File: config.mk
export PLATFORM = sky130hd
export DESIGN_NAME = alu_status_unit
export DESIGN_NICKNAME = d
export VERILOG_FILES = /design/src/rtl/alu_pkg.sv /design/src/rtl/alu_adder.sv /design/src/rtl/alu_datapath.sv /design/src/rtl/alu_status_pack.sv /design/src/rtl/alu_status_unit.sv
export SDC_FILE = /design/constraint.sdc
export NUM_CORES = 1
export LEC_CHECK = 0
export BUFFER_PORTS_ARGS = -buffer_cell sky130_fd_sc_hd__buf_2
export CAP_MARGIN = 30
export CELL_PAD_IN_SITES_DETAIL_PLACEMENT = 0
export CELL_PAD_IN_SITES_GLOBAL_PLACEMENT = 2
export CORE_UTILIZATION = 33
export CTS_BUF_LIST = sky130_fd_sc_hd__clkbuf_8 sky130_fd_sc_hd__clkbuf_16
export CTS_CLUSTER_DIAMETER = 200
export DETAILED_ROUTE_END_ITERATION = 6
export PLACE_DENSITY_LB_ADDON = 0.1
export SYNTH_ARGS = -nofsm -noshare
export SYNTH_HDL_FRONTEND = slang
export SYNTH_SLANG_ARGS = --single-unit
File: constraint.sdc
create_clock -name clk -period 5 [get_ports clk]
set_input_delay 0.75 -clock clk [delete_from_list [all_inputs] [get_ports clk]]
set_output_delay 0.75 -clock clk [all_outputs]
set_load 0.01 [all_outputs]
File: src/rtl/alu_pkg.sv
package alu_pkg;
  localparam int DW  = 8;
  localparam int OPW = 4;

  typedef enum logic [OPW-1:0] {
    OP_ADD  = 4'd0,
    OP_SUB  = 4'd1,
    OP_AND  = 4'd2,
    OP_OR   = 4'd3,
    OP_XOR  = 4'd4,
    OP_SHL  = 4'd5,
    OP_SHR  = 4'd6,
    OP_ROTL = 4'd7,
    OP_ROTR = 4'd8,
    OP_CMP  = 4'd9,
    OP_BIT  = 4'd10,
    OP_INC  = 4'd11,
    OP_DEC  = 4'd12
  } alu_op_e;

  // bit positions inside the packed status byte
  localparam int SB_C = 0;
  localparam int SB_Z = 1;
  localparam int SB_I = 2;
  localparam int SB_D = 3;
  localparam int SB_B = 4;
  localparam int SB_1 = 5;
  localparam int SB_V = 6;
  localparam int SB_N = 7;

  typedef struct packed {
    logic neg;
    logic ovf;
    logic brk;
    logic dec;
    logic irq_mask;
    logic zero;
    logic carry;
  } flags_t;
endpackage

File: src/rtl/alu_adder.sv
module alu_adder #(
  parameter int W = 8
) (
  input  logic [W-1:0] x,
  input  logic [W-1:0] y,
  input  logic         cin,
  output logic [W-1:0] sum,
  output logic         cout,
  output logic         ovf
);
  logic [W:0] wide;

  assign wide = {1'b0, x} + {1'b0, y} + {{W{1'b0}}, cin};
  assign sum  = wide[W-1:0];
  assign cout = wide[W];
  // signed overflow: operands agree in sign, sum disagrees
  assign ovf  = (x[W-1] == y[W-1]) && (sum[W-1] != x[W-1]);
endmodule

File: src/rtl/alu_datapath.sv
module alu_datapath
  import alu_pkg::*;
#(
  parameter int W = DW
) (
  input  alu_op_e      op,
  input  logic [W-1:0] a_val,
  input  logic [W-1:0] m_val,
  input  flags_t       f_in,
  output logic [W-1:0] res,
  output flags_t       f_out,
  output logic         op_known
);
  logic [W-1:0] add_y;
  logic [W-1:0] add_sum;
  logic         add_cout;
  logic         add_ovf;
  logic [W:0]   cmp_wide;
  logic [W-1:0] nz_src;
  logic         nz_en;

  // subtract reuses the adder as A + ~M + C
  assign add_y = (op == OP_SUB) ? ~m_val : m_val;

  alu_adder #(.W(W)) u_add (
    .x   (a_val),
    .y   (add_y),
    .cin (f_in.carry),
    .sum (add_sum),
    .cout(add_cout),
    .ovf (add_ovf)
  );

  // compare: A + ~M + 1, carry out means A >= M
  assign cmp_wide = {1'b0, a_val} + {1'b0, ~m_val} + {{W{1'b0}}, 1'b1};

  always_comb begin
    res      = a_val;
    f_out    = f_in;
    op_known = 1'b1;
    nz_en    = 1'b1;
    case (op)
      OP_ADD, OP_SUB: begin
        res         = add_sum;
        f_out.carry = add_cout;
        f_out.ovf   = add_ovf;
      end
      OP_AND: res = a_val & m_val;
      OP_OR:  res = a_val | m_val;
      OP_XOR: res = a_val ^ m_val;
      OP_SHL: begin
        res         = {m_val[W-2:0], 1'b0};
        f_out.carry = m_val[W-1];
      end
      OP_SHR: begin
        res         = {1'b0, m_val[W-1:1]};
        f_out.carry = m_val[0];
      end
      OP_ROTL: begin
        res         = {m_val[W-2:0], f_in.carry};
        f_out.carry = m_val[W-1];
      end
      OP_ROTR: begin
        res         = {f_in.carry, m_val[W-1:1]};
        f_out.carry = m_val[0];
      end
      OP_CMP: begin
        res         = a_val;
        f_out.carry = cmp_wide[W];
      end
      OP_BIT: begin
        res        = a_val;
        nz_en      = 1'b0;
        f_out.neg  = m_val[W-1];
        f_out.ovf  = m_val[W-2];
        f_out.zero = ((a_val & m_val) == '0);
      end
      OP_INC: res = m_val + {{(W-1){1'b0}}, 1'b1};
      OP_DEC: res = m_val - {{(W-1){1'b0}}, 1'b1};
      default: begin
        op_known = 1'b0;
        nz_en    = 1'b0;
      end
    endcase
    nz_src = (op == OP_CMP) ? cmp_wide[W-1:0] : res;
    if (nz_en) begin
      f_out.zero = (nz_src == '0);
      f_out.neg  = nz_src[W-1];
    end
  end
endmodule

File: src/rtl/alu_status_pack.sv
module alu_status_pack
  import alu_pkg::*;
(
  input  flags_t     f_cur,
  output logic [7:0] packed_out,
  input  logic [7:0] packed_in,
  output flags_t     f_unpacked
);
  logic unused_fixed_bit;

  always_comb begin
    packed_out       = 8'h00;
    packed_out[SB_C] = f_cur.carry;
    packed_out[SB_Z] = f_cur.zero;
    packed_out[SB_I] = f_cur.irq_mask;
    packed_out[SB_D] = f_cur.dec;
    packed_out[SB_B] = f_cur.brk;
    packed_out[SB_1] = 1'b1;
    packed_out[SB_V] = f_cur.ovf;
    packed_out[SB_N] = f_cur.neg;
  end

  assign f_unpacked.carry    = packed_in[SB_C];
  assign f_unpacked.zero     = packed_in[SB_Z];
  assign f_unpacked.irq_mask = packed_in[SB_I];
  assign f_unpacked.dec      = packed_in[SB_D];
  assign f_unpacked.brk      = packed_in[SB_B];
  assign f_unpacked.ovf      = packed_in[SB_V];
  assign f_unpacked.neg      = packed_in[SB_N];
  assign unused_fixed_bit    = packed_in[SB_1];
endmodule

File: src/rtl/alu_status_unit.sv
module alu_status_unit
  import alu_pkg::*;
(
  input  logic           clk,
  input  logic           rst,
  input  logic           op_valid,
  input  logic [OPW-1:0] op_code,
  input  logic [DW-1:0]  a_in,
  input  logic [DW-1:0]  m_in,
  input  logic           flag_load,
  input  logic [7:0]     flag_din,
  output logic [DW-1:0]  result,
  output logic [7:0]     status_out,
  output logic           dec_err
);
  alu_op_e      op;
  logic [DW-1:0] dp_res;
  flags_t        dp_flags;
  logic          dp_known;
  flags_t        flags_q;
  flags_t        load_flags;
  logic [DW-1:0] result_q;
  logic          dec_err_q;
  logic          is_arith;

  assign op       = alu_op_e'(op_code);
  assign is_arith = (op == OP_ADD) || (op == OP_SUB);

  alu_datapath #(.W(DW)) u_dp (
    .op      (op),
    .a_val   (a_in),
    .m_val   (m_in),
    .f_in    (flags_q),
    .res     (dp_res),
    .f_out   (dp_flags),
    .op_known(dp_known)
  );

  alu_status_pack u_pack (
    .f_cur     (flags_q),
    .packed_out(status_out),
    .packed_in (flag_din),
    .f_unpacked(load_flags)
  );

  always_ff @(posedge clk) begin
    if (rst) begin
      result_q  <= '0;
      flags_q   <= '0;
      dec_err_q <= 1'b0;
    end else begin
      dec_err_q <= 1'b0;
      if (flag_load) begin
        flags_q <= load_flags;
      end else if (op_valid && dp_known) begin
        if (is_arith && flags_q.dec) begin
          dec_err_q <= 1'b1;
        end else begin
          result_q <= dp_res;
          flags_q  <= dp_flags;
        end
      end
    end
  end

  assign result  = result_q;
  assign dec_err = dec_err_q;

  // a refused decimal add/subtract leaves result and flags untouched
  a_r12_dec_refused: assert property (@(posedge clk) disable iff (rst)
    dec_err |-> ($stable(result) && $stable(status_out)));

  // add/subtract with D set is reported on the next cycle
  a_r12_dec_flagged: assert property (@(posedge clk) disable iff (rst)
    $past(!rst && op_valid && !flag_load && (op_code <= 4'd1) && status_out[SB_D])
    |-> dec_err);

  // loaded byte reappears with bit 5 forced to one
  a_r11_load_roundtrip: assert property (@(posedge clk) disable iff (rst)
    $past(!rst && flag_load) |-> (status_out == ($past(flag_din) | 8'h20)));

  // compare returns A and keeps V
  a_r7_cmp_keeps_a: assert property (@(posedge clk) disable iff (rst)
    $past(!rst && op_valid && !flag_load && (op_code == 4'd9) && !status_out[SB_D])
    |-> ((result == $past(a_in)) && (status_out[SB_V] == $past(status_out[SB_V]))));

  // bit test copies operand bits 7 and 6, keeps C
  a_r8_bit_copy: assert property (@(posedge clk) disable iff (rst)
    $past(!rst && op_valid && !flag_load && (op_code == 4'd10))
    |-> ((status_out[SB_N] == $past(m_in[7])) && (status_out[SB_V] == $past(m_in[6]))
         && (status_out[SB_C] == $past(status_out[SB_C]))));

  // idle cycles and undefined codes change nothing
  a_r13_idle_hold: assert property (@(posedge clk) disable iff (rst)
    $past(!rst && !flag_load && (!op_valid || (op_code >= 4'd13)))
    |-> ($stable(result) && $stable(status_out) && !dec_err));
endmodule

Yosys cells after proc, flatten, opt, wreduce, memory -nomap -nowiden
Cells that the tools add are included.

cells by class
  add/subtract/negate cells = 6
  equal/unequal tests = 15
  multiplexer cells = 15
  bitwise logic cells = 7
  reductions and logical operators = 21

operator list
  operator               count
  $pmux W8 S10           1
  $mux W7                3
  $eq A4 B4 Y1 const B   5
  $add A8 B8 Y9          2
  $eq A4 B3 Y1 const B   4
  $logic_not A8 Y1       2
  $mux W8                2
  $reduce_or A13 Y1      1
  $reduce_and A3 Y1      4
  $reduce_or A12 Y1      1
  $add A9 B1 Y9          1
  $add A9 B1 Y9 const B  1
  $add A8 B1 Y8 const B  1
  $and A8 B8 Y8          1
  $eq A4 B2 Y1 const B   2
  $not A8 Y8             1
  $or A8 B8 Y8           1
  $sub A8 B1 Y8 const B  1
  $xor A8 B8 Y8          1
  $mux W1                7
  $reduce_bool A3 Y1     2
  $reduce_or A2 Y1       3
  $reduce_bool A5 Y1     1
  $eq A4 B1 Y1 const B   1
  other kinds (11)       15

word-level totals
  bits in registers = 16
  input port bits = 32
  word-level logic and storage cells = 73

Logic depth before layout (Yosys ltp)
Gate-level depths: netlist of run 1.

  depth in word-level cells = 11
  depth in mapped cells = 16

Cells and area by module
A second synthesis of run 1 with hierarchy kept.

unflattened totals
  cell total of the unflattened synthesis = 408
  area total of the unflattened synthesis = 3004.1 um^2

by module, submodules not included
  module           instances  cells an instance  area each (um^2)  sequential area each (um^2)
  alu_datapath     1          269                1843.0            0.0
  alu_status_unit  1          81                 708.2             320.3
  alu_adder        1          42                 336.6             0.0
  alu_status_pack  1          16                 116.4             0.0

Worst setup path after synthesis of run 1
No wires, ideal clock.

  path kind = in2reg
  from = input op_code[2]
  to = register flags_q[1] in the netlist's numbering
  arrival = 4.319 ns
  required time = 4.916 ns
  setup slack = 0.597 ns
  cell stages on the path = 15
  path buffers = 2
  cell sequence = buf_4 clkbuf_1 nor2_1 nand2_1 nor2_1 xnor2_1 fa_1 fa_1 xor2_1 o221ai_1 a311o_1 o32a_1 nor4_1 a31oi_1 o31ai_2

between the ends
  cells in the longest elaborated chain, start to end = 11
  elaborated cells between the ends (all ways) = 35

RTL lines
  what                    RTL line                                                       RTL
  start: declaration      alu_status_unit.sv:7                                           input logic [OPW-1:0] op_code,
  $eq A4 B1 Y1            alu_datapath.sv:23, alu_datapath.sv:42, alu_status_unit.sv:27
  $mux W8                 alu_datapath.sv:23                                             assign add_y = (op == OP_SUB) ? ~m_val : m_val;
  $add A8 B8 Y9           alu_adder.sv:13                                                assign wide = {1'b0, x} + {1'b0, y} + {{W{1'b0}}, cin};
  $add A9 B1 Y9           alu_adder.sv:13
  $pmux W8 S10            alu_datapath.sv:42                                             case (op)
  $mux W8                 alu_datapath.sv:85                                             nz_src = (op == OP_CMP) ? cmp_wide[W-1:0] : res;
  $logic_not A8 Y1        alu_datapath.sv:87                                             f_out.zero = (nz_src == '0);
  $mux W1                 alu_datapath.sv:86                                             if (nz_en) begin
  $mux W7                 alu_status_unit.sv:56                                          if (is_arith && flags_q.dec) begin
  $mux W7                 alu_status_unit.sv:55                                          end else if (op_valid && dp_known) begin
  $mux W7                 alu_status_unit.sv:53                                          if (flag_load) begin
  end signal: assignment  alu_status_unit.sv:54                                          flags_q <= load_flags;
  end signal: assignment  alu_status_unit.sv:60                                          flags_q <= dp_flags;
  end: declaration        alu_status_unit.sv:20                                          flags_t flags_q;

Parallel ways exist; a longest one is shown, timed or not. The select of a mux whose other input is x is not followed.
A chain may end at the register's enable or synchronous reset.

Worst setup path in the final report of run 1
Same ends and word-level chain as after synthesis.

==> results.sh, run 1 <==
export IMPL_status="completed"
export IMPL_avgSynthCellArea_um2=7.44
export IMPL_ys_warn_count=0
export IMPL_dieArea_mm2=0.00903
export IMPL_synth_xor_area_share_pct=6.44
export IMPL_path_cells="buf_2 -> nor2_1 -> nand2_1 -> nor2_1 -> xnor2_1 -> fa_1 -> fa_1 -> xor2_1 -> o221ai_1 -> a311o_1 -> o32a_1 -> nor4_1 -> a31oi_1 -> o31ai_2"
export IMPL_synth_area_mm2=0.00286
export IMPL_drtAntennaViolNets=0
export IMPL_total_power_w=0.000537
export IMPL_critPathTopFamily="compound AO/OA/AOI/OAI gates"
export IMPL_slowest_stage="fa_1"
export IMPL_drc=0
export IMPL_rsz0062_at_grt="no"
export IMPL_ys_seq_area_share_pct=11.2
export IMPL_grt_pass1_wl_um=15900
export IMPL_async_flop_share_pct=0
export IMPL_synth_top_family_by_area="compound AO/OA/AOI/OAI gates"
export IMPL_hpwlAfterDp_um=7750
export IMPL_wl_per_cell_um=19.4
export IMPL_synth_simple_area_share_pct=23.4
export IMPL_powerDensity_mw_per_mm2=171
export IMPL_grt_pass1_vias=2817
export IMPL_cp_max_fo=3
export IMPL_cts_max_level=1
export IMPL_numCtsBuffers=3
export IMPL_min_path_cells=2
export IMPL_firstDrtPassIters=4
export IMPL_ys_ff_latch=16
export IMPL_worstPathArrival_ns=4.09
export IMPL_cpPeakStageDelay_ns=0.50
export IMPL_coreArea_mm2=0.00830
export IMPL_slew_viol_final=0
export IMPL_first_iter_violations=202
export IMPL_post_cts_buffers=0
export IMPL_synth_cell_types=73
export IMPL_cts_clk_slew_worst_paths_ns=0.06
export IMPL_viasPerCell=5.65
export IMPL_maxCapViolations=0
export IMPL_crit_path_end_kind="register"
export IMPL_antenna_found_initial=0
export IMPL_slew_limit_headroom_pct=34.7
export IMPL_cts_sinks=16
export IMPL_grt_max_degree=31
export IMPL_fin_crit_ns=3.92
export IMPL_synth_edf_count=0
export IMPL_cellLeakagePower_nw=1.35
export IMPL_std_cell_rows=33
export IMPL_ys_flop_type="dfxtp_1"
export IMPL_n_antenna_cell=0
export IMPL_cts_root_buf="clkbuf_8"
export IMPL_max_vdd_ir_drop_mv=0.0984
export IMPL_die_x_um=95.0
export IMPL_cts_tree="built"
export IMPL_die_h_um=95.0
export IMPL_tightest_slew_ns=0.973
export IMPL_post_cts_resized=0
export IMPL_critical_path_cell_count=14
export IMPL_cp_required_ns=5.17
export IMPL_crit_type="input port to register"
export IMPL_setup_viol=0
export IMPL_post_route_period_util_pct=78.4
export IMPL_reg2regPathDepth=10
export IMPL_synth_compound_area_share_pct=30.0
export IMPL_finalHoldViolCount=0
export IMPL_synth_mux_area_share_pct=2.15
export IMPL_via_count=2946
export IMPL_area_growth_pct=10.1
export IMPL_port_buffers=46
export IMPL_postRouteWirelength_um=10100
export IMPL_crit_path_start_kind="input port"
export IMPL_drive_gt1_share_pct=17.8
export IMPL_overflow=0
export IMPL_syn_nets=451
export IMPL_skew_ns=0.000783
export IMPL_gp_congestion=0.861
export IMPL_hold_class="register to register"
export IMPL_syn_inst=384
export IMPL_ios=49
export IMPL_cts_hold_buffers=0
export IMPL_cp_num_buf_inv=1
export IMPL_start_util_pct=34.4
export IMPL_fin_nets=484
export IMPL_cts_buffer_depth=2
export IMPL_final_setup_tns_ns=0
export IMPL_clock_latency_ns=0.25
export IMPL_max_freq_ghz=0.255
export IMPL_grt_usage_pct=23.4
export IMPL_synth_fa_ha_area_share_pct=16.1
-- kinds of logic after synthesis --
| family | after synthesis |
|---|---|
| other cells | 1 |
| buf+inv | 55 |
| flops | 16 |
| compound gates | 122 |
| mux | 6 |
| simple gates | 128 |
| xor+xnor | 21 |
| fa+ha+maj | 35 |
-- stage by stage --
stage | std cells | instance area [um^2] | util, % | hold WS, ns | worst slack [ns]
global placement | 517 | 3090 | 37.2 | 0.444 | 0.826
detailed placement | 517 | 3090 | 37.2 | 0.447 | 0.819
finish | 521 | 3140 | 37.9 | 0.451 | 1.08
global route | 521 | 3140 | 37.9 | 0.473 | 0.711
CTS | 521 | 3140 | 37.9 | 0.457 | 1.07
floorplan | 384 | 2860 | - | 0.476 | 0.597
-- per-layer routing --
layer / vias to the layer above / track usage, % / share of wire (%)
met5: - / 0 / 0
met4: 0 / 4.67 / 1.5
met3: 17 / 2.63 / 3.6
met2: 75 / 38.0 / 46
met1: 1397 / 33.1 / 49
li1: 1457 / - / -
-- power breakdown --
part           internal (W)  switching (W)  total, W  leakage [nW]
Sequential         0.000135     0.00000360  0.000139         0.131
Combinational      0.000113       0.000171  0.000284          1.19
Clock             0.0000699      0.0000440  0.000114        0.0288
-- worst reg2reg max path: stages (launching register included) --
cell	delay, ns
dfxtp_1	0.35
inv_1	0.09
fa_1	0.47
fa_1	0.44
xor2_1	0.20
o221ai_1	0.15
a311o_1	0.35
o32a_1	0.41
nor4_1	0.25
a31oi_1	0.14
o31ai_2	0.17
-- layout make-up --
class	count	area, um^2
fillers	929	5150
multi-input cells	313	2230
flip-flops and latches	16	320
repair buffers	55	298
well taps	105	131
inverters	28	105
clock buffers	4	55.1
-- cell usage after synthesis (3+ instances only) --
| library cell | instances | area (um^2) |
|---|---|---|
| xnor2_1 | 19 | 166 |
| nand2_1 | 36 | 135 |
| a31oi_1 | 6 | 37.5 |
| nand3_1 | 5 | 25.0 |
| o211ai_1 | 3 | 22.5 |
| buf_6 | 4 | 45.0 |
| a211oi_1 | 4 | 30.0 |
| a21oi_1 | 29 | 145 |
| fa_1 | 3 | 60.1 |
| buf_4 | 5 | 37.5 |
| nand3b_1 | 4 | 30.0 |
| o21ai_0 | 17 | 85.1 |
| nor3_1 | 8 | 40.0 |
| a221o_1 | 5 | 50.1 |
| nand2b_1 | 8 | 50.1 |
| ha_1 | 32 | 400 |
| mux2i_1 | 5 | 50.1 |
| o31ai_1 | 3 | 22.5 |
| and2_1 | 3 | 18.8 |
| o32ai_1 | 3 | 26.3 |
| a221oi_1 | 5 | 43.8 |
| o32a_1 | 3 | 30.0 |
| o22ai_1 | 6 | 37.5 |
| dfxtp_1 | 16 | 320 |
| buf_2 | 4 | 20.0 |
| clkbuf_1 | 9 | 33.8 |
| or2_2 | 5 | 31.3 |
| clkbuf_8 | 4 | 55.1 |
| o21a_1 | 6 | 45.0 |
| nor2b_1 | 8 | 50.1 |
| inv_1 | 27 | 101 |
| nor2_1 | 30 | 113 |
| a22oi_1 | 5 | 37.5 |
| a21boi_0 | 3 | 22.5 |
-- sequential cells by signal, indices dropped and copies added, names as in the netlist --
name,flops
result,8
flags_q,7
dec_err,1
-- layout by cell type (no fill, tap or decap), drive strengths merged, types with 4 or more instances in the layout --
cell	Yosys	routed
a21boi	4	4
a22oi	5	5
mux2i	5	5
o21a	6	6
clkbuf	13	4
nand2b	8	8
a21oi	29	29
o21ai	17	17
a221o	5	5
nand2	36	36
a31oi	6	6
nor2b	8	8
ha	32	32
or2	5	5
nor3	10	10
buf	14	55
xnor2	19	19
o22ai	6	6
a211oi	4	4
o31ai	4	4
nor2	31	31
dfxtp	16	16
nand3b	4	4
nand3	5	5
a221oi	5	5
inv	27	27
-- path summary, 6_finish.rpt --
| check | from | endpoint | slack (ns) |
|---|---|---|---|
| worst max register to register | flags_q[0]$_SDFFE_PP0P_ | flags_q[1]$_SDFFE_PP0P_ | 1.90 |
| worst min register to register | result[0]$_SDFFE_PP0P_ | result[0]$_SDFFE_PP0P_ | 0.45 |
| worst max-delay path | op_code[2] | flags_q[1]$_SDFFE_PP0P_ | 1.08 |
| worst min-delay path | result[0]$_SDFFE_PP0P_ | result[0]$_SDFFE_PP0P_ | 0.45 |
(Power assumes the default switching activity.)
==> inputs of run 2 (changes only) <==
==> constraint.sdc (replaced) <==
create_clock -name clk -period 3.8 [get_ports clk]
set_input_delay 0.57 -clock clk [delete_from_list [all_inputs] [get_ports clk]]
set_output_delay 0.57 -clock clk [all_outputs]
set_load 0.01 [all_outputs]
==> run 2 against run 1 <==
Effect of this change: sequential share of layout area fell by 0.20 points; total power rose by 29%; core utilization rose by 0.77 points; critical path type unchanged; critical endpoint unchanged; highest routed layer unchanged.
==> results.sh, run 2 (synthesis gave the netlist of run 1 again) <==
export IMPL_crit_type="input port to register"
export IMPL_post_route_period_util_pct=94.1
export IMPL_critical_path_cell_count=14
export IMPL_fin_crit_ns=3.58
export IMPL_most_common_layout_cells="buf_2, nand2_1, ha_1, a21oi_1, nor2_1"
export IMPL_gp_congestion=0.890
export IMPL_layout_cells_non_filler=527
export IMPL_coreArea_mm2=0.00830
export IMPL_cpPeakStageDelay_ns=0.49
export IMPL_final_common_cell="buf_2"
export IMPL_slew_viol_final=0
export IMPL_area_growth_pct=12.4
export IMPL_largest_reg_flops=8
export IMPL_via_count=2999
export IMPL_fin_nets=491
export IMPL_dieArea_mm2=0.00903
export IMPL_drc=0
export IMPL_fin_ws_ns=0.224
export IMPL_max_freq_ghz=0.280
export IMPL_cts_sinks=16
export IMPL_status="completed"
export IMPL_setup_viol=0
export IMPL_grt_usage_pct=23.0
export IMPL_drive_gt1_share_pct=19.9
export IMPL_numCtsBuffers=3
export IMPL_cp_num_buf_inv=1
export IMPL_ios=49
export IMPL_rrSetupSlack_ns=0.67
export IMPL_wl_per_cell_um=19.1
export IMPL_first_iter_violations=192
export IMPL_start_util_pct=34.4
export IMPL_worstPathArrival_ns=3.74
export IMPL_postRouteWirelength_um=10100
export IMPL_grt_pass1_vias=2774
export IMPL_crit_end="flags_q[1]$_SDFFE_PP0P_"
export IMPL_reg2regPathDepth=10
export IMPL_place_worst_setup_slack_ns=-0.00900
export IMPL_clock_latency_ns=0.25
export IMPL_die_h_um=95.0
export IMPL_place_inst=524
export IMPL_r2r_end="flags_q[1]$_SDFFE_PP0P_"
export IMPL_r2r_start="flags_q[0]$_SDFFE_PP0P_"
export IMPL_drtAntennaViolNets=0
export IMPL_slew_limit_headroom_pct=43.1
export IMPL_powerDensity_mw_per_mm2=216
export IMPL_firstDrtPassIters=4
export IMPL_cts_root_buf="clkbuf_8"
export IMPL_path_cells="buf_2 -> nor2_4 -> nand2_2 -> nor2_4 -> xnor2_2 -> fa_1 -> fa_1 -> xor2_1 -> o221ai_1 -> a311o_1 -> o32a_1 -> nor4_1 -> a31oi_1 -> o31ai_2"
export IMPL_viasPerCell=5.69
export IMPL_n_antenna_cell=0
export IMPL_finalHoldViolCount=0
export IMPL_cts_buffer_depth=2
export IMPL_post_cts_buffers=0
export IMPL_cts_hold_buffers=0
export IMPL_overflow=0
export IMPL_crit_path_start_kind="input port"
export IMPL_hpwlAfterDp_um=7770
export IMPL_cellLeakagePower_nw=1.38
export IMPL_slowest_stage="fa_1"
export IMPL_cp_max_fo=3
export IMPL_critPathTopFamily="compound AO/OA/AOI/OAI gates"
export IMPL_skew_ns=0.000849
export IMPL_cts_max_level=1
export IMPL_critPathLaunch="op_code[2]"
export IMPL_post_cts_resized=0
export IMPL_cts_clk_slew_worst_paths_ns=0.06
export IMPL_die_x_um=95.0
export IMPL_grt_pass1_wl_um=15600
export IMPL_grt_max_degree=31
export IMPL_std_cell_rows=33
export IMPL_max_vdd_ir_drop_mv=0.108
export IMPL_tightest_slew_ns=0.841
export IMPL_hold_class="register to register"
export IMPL_cp_required_ns=3.97
export IMPL_cts_tree="built"
export IMPL_maxCapViolations=0
export IMPL_crit_path_end_kind="register"
export IMPL_antenna_found_initial=0
export IMPL_port_buffers=46
export IMPL_final_setup_tns_ns=0
export IMPL_rsz0062_at_grt="no"
## run 2: cell count changes in the layout (fill, tap and decap cells not counted), sizes merged
cell / previous run / this run
buf: 55 / 62
clkbuf: 4 / 3
## run 2: per-layer routing
layer / track usage (%) / vias to the layer above / wire length, um
met5: 0 / - / 0
met4: 6.94 / 0 / 291
met3: 3.43 / 18 / 457
met2: 36.1 / 68 / 4470
met1: 32.3 / 1443 / 4860
li1: - / 1470 / -
## run 2: worst min-delay path by stage
stage | startpoint | endpoint | slack [ns] | depth (start not counted)
after detailed placement | result[3]$_SDFFE_PP0P_ | result[3]$_SDFFE_PP0P_ | 0.45 | 2
after global routing | result[3]$_SDFFE_PP0P_ | result[3]$_SDFFE_PP0P_ | 0.48 | 2
after global placement | result[5]$_SDFFE_PP0P_ | result[5]$_SDFFE_PP0P_ | 0.44 | 2
after CTS | result[3]$_SDFFE_PP0P_ | result[3]$_SDFFE_PP0P_ | 0.46 | 2
final | result[5]$_SDFFE_PP0P_ | result[5]$_SDFFE_PP0P_ | 0.45 | 2
after floorplan | result[7]$_SDFFE_PP0P_ | result[7]$_SDFFE_PP0P_ | 0.48 | 2
## run 2: cell type report
class | instances | area [um^2]
inverters | 28 | 105
clock buffers | 3 | 41.3
fillers | 912 | 5090
repair buffers | 62 | 350
well taps | 105 | 131
flip-flops and latches | 16 | 320
multi-input cells | 313 | 2260
## run 2: power by group
part           switching, W  internal (W)  total (W)
Clock             0.0000565     0.0000703   0.000127
Combinational      0.000228      0.000156   0.000384
Sequential       0.00000473      0.000178   0.000183
## run 2: per-stage QoR
step	util [%]	hold WS, ns	total power [W]	area (um^2)
2_1_floorplan	-	0.476	0.000452	2880
3_3_place_gp	38.2	0.444	0.000568	3170
3_5_place_dp	38.2	0.449	0.000567	3170
4_1_cts	38.7	0.457	0.000697	3210
5_1_grt	38.7	0.479	0.000747	3210
6_report	38.7	0.453	0.000693	3210
## run 2: worst register-to-register path, cell delays in order, from the launching register on
cell	delay [ns]
dfxtp_1	0.35
inv_1	0.10
fa_1	0.47
fa_1	0.43
xor2_1	0.20
o221ai_1	0.15
a311o_1	0.35
o32a_1	0.41
nor4_1	0.24
a31oi_1	0.15
o31ai_2	0.19
==> inputs of run 3 (changes only) <==
--- a/config.mk
+++ b/config.mk
@@ -5,11 +5,12 @@
 export SDC_FILE = /design/constraint.sdc
 export NUM_CORES = 1
 export LEC_CHECK = 0
+export ABC_AREA = 1
 export BUFFER_PORTS_ARGS = -buffer_cell sky130_fd_sc_hd__buf_2
 export CAP_MARGIN = 30
 export CELL_PAD_IN_SITES_DETAIL_PLACEMENT = 0
 export CELL_PAD_IN_SITES_GLOBAL_PLACEMENT = 2
-export CORE_UTILIZATION = 33
+export CORE_UTILIZATION = 29
 export CTS_BUF_LIST = sky130_fd_sc_hd__clkbuf_8 sky130_fd_sc_hd__clkbuf_16
 export CTS_CLUSTER_DIAMETER = 200
 export DETAILED_ROUTE_END_ITERATION = 6
==> run 3 against run 2 <==
Effect of this change: hold slack improved by 0.020 ns; critical endpoint unchanged; register-to-register slack improved by 0.21 ns; combinational power fell by 6.2%; worst setup slack improved by 0.22 ns; maximum frequency rose by 6.6%; final area fell by 3.2%; highest routed layer unchanged; clock power barely moved; synthesized cell count rose by 19%; non-clock buffer count fell by 10; die area rose by 7.6%.
==> results.sh, run 3 <==
export IMPL_skew_ns=0.00273
export IMPL_crit_path_end_kind="register"
export IMPL_powerDensity_mw_per_mm2=217
export IMPL_port_buffers=46
export IMPL_largest_reg_flops=8
export IMPL_ys_warn_count=0
export IMPL_max_vdd_ir_drop_mv=0.145
export IMPL_wl_per_cell_um=16.3
export IMPL_ys_flop_type="dfxtp_1"
export IMPL_synth_top_area_cell="nand2_1"
export IMPL_crit_path_start_kind="input port"
export IMPL_place_worst_setup_slack_ns=0.187
export IMPL_holdWs_ns=0.472
export IMPL_synth_edf_count=0
export IMPL_gp_congestion=0.864
export IMPL_synth_top_area_share_pct=17.9
export IMPL_clock_latency_ns=0.25
export IMPL_ios=49
export IMPL_pwr_share_clk_pct=18.9
export IMPL_synth_area_mm2=0.00270
export IMPL_ys_seq_area_share_pct=11.8
export IMPL_place_inst=610
export IMPL_finalHoldViolCount=0
export IMPL_syn_inst=458
export IMPL_fillers=1030
export IMPL_internal_power_w=0.000376
export IMPL_start_util_pct=30.4
export IMPL_via_count=3085
export IMPL_worstPathArrival_ns=3.54
export IMPL_post_route_period_util_pct=88.3
export IMPL_drive_gt1_share_pct=14.1
export IMPL_power_switching_w=0.000298
export IMPL_status="completed"
export IMPL_std_cell_rows=34
export IMPL_synth_most_common_cell="nand2_1"
export IMPL_reg2regPathDepth=18
export IMPL_overflow=0
export IMPL_grt_pass1_vias=2962
export IMPL_fin_ws_ns=0.446
export IMPL_max_freq_ghz=0.298
export IMPL_rsz0062_at_grt="no"
export IMPL_fin_nets=574
export IMPL_critPathLaunch="op_code[3]"
export IMPL_die_h_um=98.6
export IMPL_slew_viol_final=0
export IMPL_rrSetupSlack_ns=0.88
export IMPL_p_seq_share_pct=27.6
export IMPL_grt_max_degree=17
export IMPL_r2r_end="flags_q[1]$_SDFFE_PP0P_"
export IMPL_area_growth_pct=14.9
export IMPL_total_power_w=0.000674
export IMPL_numCtsBuffers=3
export IMPL_antenna_found_initial=0
export IMPL_avgSynthCellArea_um2=5.90
export IMPL_grt_pass1_wl_um=15900
export IMPL_crit_type="input port to register"
export IMPL_synthTopCellsByArea="nand2_1, ha_1, dfxtp_1, inv_1, nand3_1"
export IMPL_final_setup_tns_ns=0
export IMPL_final_common_cell="nand2_1"
export IMPL_post_cts_resized=0
export IMPL_most_common_layout_cells="nand2_1, inv_1, buf_2, nor2_1, nand3_1"
export IMPL_combPwrFrac_pct=53.5
export IMPL_ys_ff_latch=16
export IMPL_slew_limit_headroom_pct=48.6
export IMPL_cts_buffer_depth=2
export IMPL_grt_usage_pct=21.2
export IMPL_syn_nets=525
export IMPL_synthTopCellsByCount="nand2_1, inv_1, nor2_1, nand3_1, ha_1"
export IMPL_cts_sinks=16
export IMPL_maxCapViolations=0
export IMPL_cp_max_fo=5
export IMPL_fin_crit_ns=3.35
export IMPL_setup_viol=0
export IMPL_cts_clk_slew_worst_paths_ns=0.06
export IMPL_drtAntennaViolNets=0
export IMPL_hpwlAfterDp_um=8290
export IMPL_cp_required_ns=3.99
export IMPL_tightest_slew_ns=0.768
export IMPL_drc=0
export IMPL_async_flop_share_pct=0
export IMPL_r2r_start="flags_q[0]$_SDFFE_PP0P_"
export IMPL_coreArea_mm2=0.00889
export IMPL_cts_root_buf="clkbuf_8"
export IMPL_cts_max_level=1
export IMPL_layout_cells_non_filler=613
export IMPL_die_x_um=98.6
export IMPL_firstDrtPassIters=4
export IMPL_crit_end="flags_q[1]$_SDFFE_PP0P_"
export IMPL_synth_cell_types=40
export IMPL_hold_class="register to register"
export IMPL_swShare_pct=44.2
export IMPL_postRouteWirelength_um=9980
export IMPL_cts_tree="built"
export IMPL_dieArea_mm2=0.00971
export IMPL_n_antenna_cell=0
export IMPL_post_cts_buffers=0
export IMPL_cellLeakagePower_nw=1.70
export IMPL_first_iter_violations=214
export IMPL_cts_hold_buffers=0
export IMPL_viasPerCell=5.03
[run 3: power groups by stage]
stage	Combinational, W	Sequential, W	Clock [W]
2_1_floorplan	0.000230	0.000195	0
3_3_place_gp	0.000359	0.000190	0
3_5_place_dp	0.000359	0.000190	0
4_1_cts	0.000361	0.000186	0.000130
5_1_grt	0.000407	0.000187	0.000138
6_report	0.000360	0.000186	0.000127
[run 3: kinds of logic after synthesis]
family	after synthesis	share of synthesized area [%]
buffers and inverters	72	10.7
and+or+nand+nor	235	36.9
adders and majority gates	35	17.0
DFF	16	11.8
other	1	0.139
AOI/OAI and AO/OA	85	18.8
xor gates and xnor gates	14	4.54
[run 3: layout make-up]
class                   count  area, um^2  share of cell area (%)
flip-flops and latches     16         320                    10.3
repair buffers             52         275                    8.86
well taps                 108         135                    4.35
clock buffers               3        41.3                    1.33
multi-input cells         370        2090                    67.4
inverters                  64         241                    7.77
[run 3: metrics by stage]
| step | cell area, um^2 | util (%) |
|---|---|---|
| final | 3110 | 34.9 |
| after global routing | 3110 | 34.9 |
| after CTS | 3110 | 34.9 |
| after detailed placement | 3070 | 34.5 |
| after global placement | 3070 | 34.5 |
| after floorplan | 2700 | - |
[run 3: layer usage]
layer,up-vias,GRT usage (%),routed length (um)
met2,73,34.5,4510
li1,1595,-,-
met1,1409,30.4,4750
met4,0,3.10,113
met5,-,0,0
met3,8,2.55,603
[run 3: worst max-delay path, stage by stage]
cell and delay, ns:
buf_2 0.13, nor2_1 0.18, nand2_1 0.11, xor2_1 0.17, fa_1 0.47, fa_1 0.47, inv_1 0.08, nand4_1 0.08
nand3_1 0.11, nand2_1 0.08, nand2_1 0.06, nor2_1 0.05, nor3_1 0.20, nand2_1 0.10, nor2_2 0.14, nand3_1 0.12
nand2_1 0.08, nand3_1 0.06, nand2_1 0.09, nand2_1 0.07, a21oi_2 0.10
[run 3: worst min path at each step]
stage	start	to	slack, ns	cells after the start
finish	flags_q[1]$_SDFFE_PP0P_	flags_q[1]$_SDFFE_PP0P_	0.47	2
detailed placement	flags_q[6]$_SDFFE_PP0P_	flags_q[6]$_SDFFE_PP0P_	0.47	2
global placement	flags_q[6]$_SDFFE_PP0P_	flags_q[6]$_SDFFE_PP0P_	0.46	2
global route	flags_q[1]$_SDFFE_PP0P_	flags_q[1]$_SDFFE_PP0P_	0.50	2
floorplan	flags_q[0]$_SDFFE_PP0P_	flags_q[0]$_SDFFE_PP0P_	0.46	2
CTS	flags_q[1]$_SDFFE_PP0P_	flags_q[1]$_SDFFE_PP0P_	0.48	2
